$ cat src/rtl/bitchange_pkg.sv
package bitchange_pkg;
  localparam int MOORE_W = 3;
  localparam int MEALY_W = 2;

  typedef enum logic [MOORE_W-1:0] {
    MO_IDLE  = 3'd0,
    MO_LAST0 = 3'd1,
    MO_LAST1 = 3'd2,
    MO_ROSE  = 3'd3,
    MO_FELL  = 3'd4
  } moore_st_t;

  typedef enum logic [MEALY_W-1:0] {
    ME_IDLE  = 2'd0,
    ME_LAST0 = 2'd1,
    ME_LAST1 = 2'd2
  } mealy_st_t;
endpackage

$ cat src/rtl/bitchange_moore.sv
module bitchange_moore
  import bitchange_pkg::*;
(
  input  logic clk,
  input  logic rst,
  input  logic din,
  output logic hit_o
);
  moore_st_t state_q, state_d;

  always_comb begin
    case (state_q)
      MO_IDLE:  state_d = din ? MO_LAST1 : MO_LAST0;
      MO_LAST0: state_d = din ? MO_ROSE  : MO_LAST0;
      MO_LAST1: state_d = din ? MO_LAST1 : MO_FELL;
      MO_ROSE:  state_d = din ? MO_LAST1 : MO_FELL;
      MO_FELL:  state_d = din ? MO_ROSE  : MO_LAST0;
      default:  state_d = MO_IDLE;
    endcase
  end

  always_ff @(posedge clk) begin
    if (rst) state_q <= MO_IDLE;
    else     state_q <= state_d;
  end

  assign hit_o = (state_q == MO_ROSE) || (state_q == MO_FELL);


  moore_reset_chk: assert property (@(posedge clk)
    rst |=> (state_q == MO_IDLE && !hit_o));


  moore_first_bit_chk: assert property (@(posedge clk) disable iff (rst)
    (state_q == MO_IDLE) |=> !hit_o);


  moore_back_to_back_chk: assert property (@(posedge clk) disable iff (rst)
    (state_q == MO_ROSE && !din) |=> hit_o);
endmodule

$ cat src/rtl/bitchange_mealy.sv
module bitchange_mealy
  import bitchange_pkg::*;
(
  input  logic clk,
  input  logic rst,
  input  logic din,
  output logic hit_o
);
  mealy_st_t state_q, state_d;

  always_comb begin
    case (state_q)
      ME_IDLE, ME_LAST0, ME_LAST1: state_d = din ? ME_LAST1 : ME_LAST0;
      default:                     state_d = ME_IDLE;
    endcase
  end

  always_ff @(posedge clk) begin
    if (rst) state_q <= ME_IDLE;
    else     state_q <= state_d;
  end

  assign hit_o = !rst && (((state_q == ME_LAST0) && din) ||
                          ((state_q == ME_LAST1) && !din));


  mealy_reset_quiet_chk: assert property (@(posedge clk)
    rst |-> !hit_o);


  mealy_no_history_chk: assert property (@(posedge clk)
    (state_q == ME_IDLE) |-> !hit_o);


  mealy_same_bit_chk: assert property (@(posedge clk) disable iff (rst)
    (state_q != ME_IDLE) |=> (din == $past(din)) |-> !hit_o);
endmodule

$ cat src/rtl/bitchange_detect.sv
module bitchange_detect (
  input  logic clk,
  input  logic rst,
  input  logic din,
  output logic moore_hit,
  output logic mealy_hit
);
  bitchange_moore u_moore (
    .clk   (clk),
    .rst   (rst),
    .din   (din),
    .hit_o (moore_hit)
  );

  bitchange_mealy u_mealy (
    .clk   (clk),
    .rst   (rst),
    .din   (din),
    .hit_o (mealy_hit)
  );


  lag_rise_chk: assert property (@(posedge clk) disable iff (rst)
    mealy_hit |=> moore_hit);


  lag_quiet_chk: assert property (@(posedge clk) disable iff (rst)
    !mealy_hit |=> !moore_hit);
endmodule

$ cat config.mk
export PLATFORM = sky130hd
export DESIGN_NAME = bitchange_detect
export DESIGN_NICKNAME = d
export VERILOG_FILES = /design/src/rtl/bitchange_pkg.sv /design/src/rtl/bitchange_moore.sv /design/src/rtl/bitchange_mealy.sv /design/src/rtl/bitchange_detect.sv
export SDC_FILE = /design/constraint.sdc
export NUM_CORES = 1
export LEC_CHECK = 0
export BUFFER_PORTS_ARGS = -buffer_cell sky130_fd_sc_hd__clkbuf_2
export CAP_MARGIN = 20
export CORE_AREA = 2 2 39 41
export DETAILED_ROUTE_END_ITERATION = 8
export DIE_AREA = 0 0 41 43
export GPL_TIMING_DRIVEN = 0
export PLACE_DENSITY = 0.38
export SYNTH_ARGS = -nofsm -noshare
export SYNTH_HDL_FRONTEND = slang
export SYNTH_SLANG_ARGS = --single-unit
$ cat constraint.sdc
create_clock -name clk -period 0.9 [get_ports clk]
set_clock_uncertainty 0.05 [all_clocks]
set_input_delay 0.09 -clock clk [delete_from_list [all_inputs] [get_ports clk]]
set_output_delay 0.09 -clock clk [all_outputs]
set_load 0.005 [all_outputs]
==> summary.txt <==
Drt
  • Via/cell ratio: about 4.0
  • Via count: ~180
  • Antenna viol nets, final: 0
  • Top routing layer in use: met3
  • First drt pass iteration count: 1
  • Drc violations: 0
  • Met3 WL: 22 µm
  • Met2 routed WL: between 150 and 200 µm
  • Final wirelength: about 430 µm
  • Wl on met1: slightly above 200 µm
  • Initial DRC count: 0
  • Wirelength per Cell: 9.47 µm

GRT
  • First-pass GRT wire length: approximately 720 µm
  • Initial antenna violation count: 0
  • Vias in the first global route: approximately 190
  • Total grt overflow: 0
  • Gr usage total: around 7%
  • Largest net degree at the start of global routing: 7

Final layout
  • Antenna Cells: 0
  • Core Util, Final: 21.2%
  • Design Area, Final: 294 µm²
  • Layout net count: 33
  • Post-route insts no fill: 45
  • P&R area growth vs syn: 52.6%
  • Ratio of cells with drive above 1 in the final layout: between 50 and 60%

Timing
  • Worst hold margin: between 0.03 and 0.04 ns
  • Worst relative slew slack: between 80% and 90%
  • Setup TNS: -0.763 ns
  • Final worst setup slack: -0.410 ns
  • Final min period: 1.31 ns
  • RSZ-0062 raised after global routing: true
  • Fmax: about 760 MHz
  • Fin. Hold Viols: 0
  • Worst Max-Slew Pin Slew: ~0.30 ns
  • Final setup viols: 3
  • Fin crit share: 146%
  • Final max-slew violation count: 0

Worst setup path
  • Worst-path cell chain: or3b_1 -> a21oi_2 -> clkbuf_2
  • Critical path peak fanout: 4
  • R2r startpoint: u_moore.state_q[0]
  • Crit end category: primary output
  • Critical path arrival: 1.17 ns
  • CP Launch Type: flop
  • Reg2Reg Depth: 2
  • CP Launch Point: u_mealy.state_q[0]
  • Kind of critical path: flop to primary output
  • CP Data Required Time: approximately 0.76 ns
  • Reg2Reg Capture Point: u_moore.state_q[0]
  • Reg-to-reg slack, setup: -0.06 ns
  • Crit path to: mealy_hit
  • CP max-delay cell: or3b_1
  • Worst path max stage delay: between 0.3 and 0.4 ns

CTS
  • CTS Buffer Depth: 2
  • CTS tree: built
  • CTS Root Cell: clkbuf_4
  • Reg clk slew, reported paths: roughly 0.040 ns
  • Clock Sinks: 5
  • CTS Buf Count: 3
  • Clock Latency Late Sink: between 0.2 and 0.25 ns
  • H-tree levels: 1

Logic synthesis
  • Synth area leader: dfxtp_1
  • Yosys cell types: 12
  • Ranking of synthesized cells by area: dfxtp_1 (52%), a21oi_1 (7.8%), a2111oi_1 (5.2%), mux2i_1 (5.2%), nor4b_1 (4.5%)
  • Post-Syn Nets: 21
  • #FFs+latches synth: 5
  • Post-synthesis sequential area ratio: roughly half
  • Cell Area, Synth: 193 µm²
  • Syn. warnings: 0
  • Syn Inst Count: 18
  • Syn_area_per_cell: between 10 and 15 µm²
  • Top-area cell type share of the netlist area: between 50% and 60%

Floorplan
  • IO Count: 5
  • Core ar.: around 1400 µm²
  • Die area: approximately 1800 µm²
  • Initial core utilization: 13.9%
  • DIE HEIGHT: 43 µm
  • Die extent in x: between 40 and 50 µm
  • # rows: 14

Power
  • P_leak: between 0.1 and 0.15 nW
  • Power Dens Cells: slightly below 2000 nW/µm²
  • Peak VDD IR: between 0.0004 and 0.0005 V

Placed design
  • IO buf count: 4
  • DP Area: between 200 and 250 µm²
  • Cell total after placement: 38
  • Routability cong.: 0.552

Hold path
  • Hold/Removal Path Class: input port to flop

Run status
  • Failing checks: negative setup slack
  • Status: complete, but fails checks

Run
  • Max_cap viols: 0
## layout by cell type, fill, tap and decap left out, types with 2 or more instances in the layout
cell / synthesis / layout
dfxtp_2: 0 / 5
clkbuf_4: 0 / 3
clkbuf_2: 0 / 3
buf_4: 0 / 3
a21oi_1: 3 / 2
## layout make-up
| type | count | area (µm²) |
|---|---|---|
| fillers | 154 | 1090 |
| multi-input cells | 13 | 98.8 |
| flip-flops and latches | 5 | 106 |
| clock buffers | 4 | 26.3 |
| well taps | 16 | 20.0 |
| repair buffers | 7 | 42.5 |
## critical path: cells and delay by family, from the launching register on
kind,cells,cell delay [ns]
AO/OA/AOI/OAI,1,0.13
AND/OR/NAND/NOR,1,0.36
flip-flops,1,0.33
buffers and inverters,1,0.12
## flip-flops by register name, summed over array words and instances (netlist names)
register and count:
u_mealy.state_q 2, u_moore.state_q 3
## cells in the mapped netlist
library cell  count
or2b_1            1
dfxtp_1           5
nor4b_1           1
a2111oi_1         1
a21oi_1           3
mux2i_1           1
nor3b_1           1
nand2_1           1
nand3b_1          1
or3b_1            1
or2_2             1
a211oi_1          1
## how the worst min path moves through the flow
stage,startpoint,to,slack (ns),depth (start not counted)
3_5_place_dp,din,u_moore.state_q[2],0.29,2
4_1_cts,din,u_mealy.state_q[0],0.02,2
5_1_grt,din,u_moore.state_q[2],0.04,2
3_3_place_gp,din,u_moore.state_q[2],0.28,2
6_report,din,u_moore.state_q[2],0.03,2
2_1_floorplan,din,u_moore.state_q[2],0.11,1
## metal layers
metal | GRT usage [%] | vias up
li1 | - | 91
met1 | 6.15 | 83
met2 | 8.75 | 5
met3 | 6.28 | 0
met4 | 6.00 | 0
met5 | 0 | -
## through the flow
step | setup slack, ns | total power [W]
final | -0.410 | 0.000565
after floorplan | -0.0350 | 0.000272
after global routing | -0.441 | 0.000603
after global placement | -0.151 | 0.000290
after detailed placement | -0.161 | 0.000292
after CTS | -0.421 | 0.000584
## where the power goes
| part | switching, W | leakage, nW | internal, W |
|---|---|---|---|
| clock | 0.0000929 | 0.0150 | 0.000168 |
| combinational | 0.0000247 | 0.0585 | 0.0000340 |
| sequential | 0.00000831 | 0.0430 | 0.000237 |
## kinds of logic after synthesis
kind of cell / count (synthesis) / share of synthesized area (%)
multiplexers: 1 / 5.20
flip-flops: 5 / 52.0
AND/OR/NAND/NOR: 7 / 26.0
AO/OA/AOI/OAI: 5 / 16.9
## what timing repair did
| action | CTS | global route |
|---|---|---|
| gates resized for setup | 4 | 1 |
| endpoints found under the setup margin | 3 | 3 |
| hold endpoints to repair | 0 | 0 |
| pin swaps | 1 | 0 |
| setup buffers | 3 | 0 |
| hold buffers | 0 | 0 |
No activity file was read; power rests on OpenSTA's default activity.
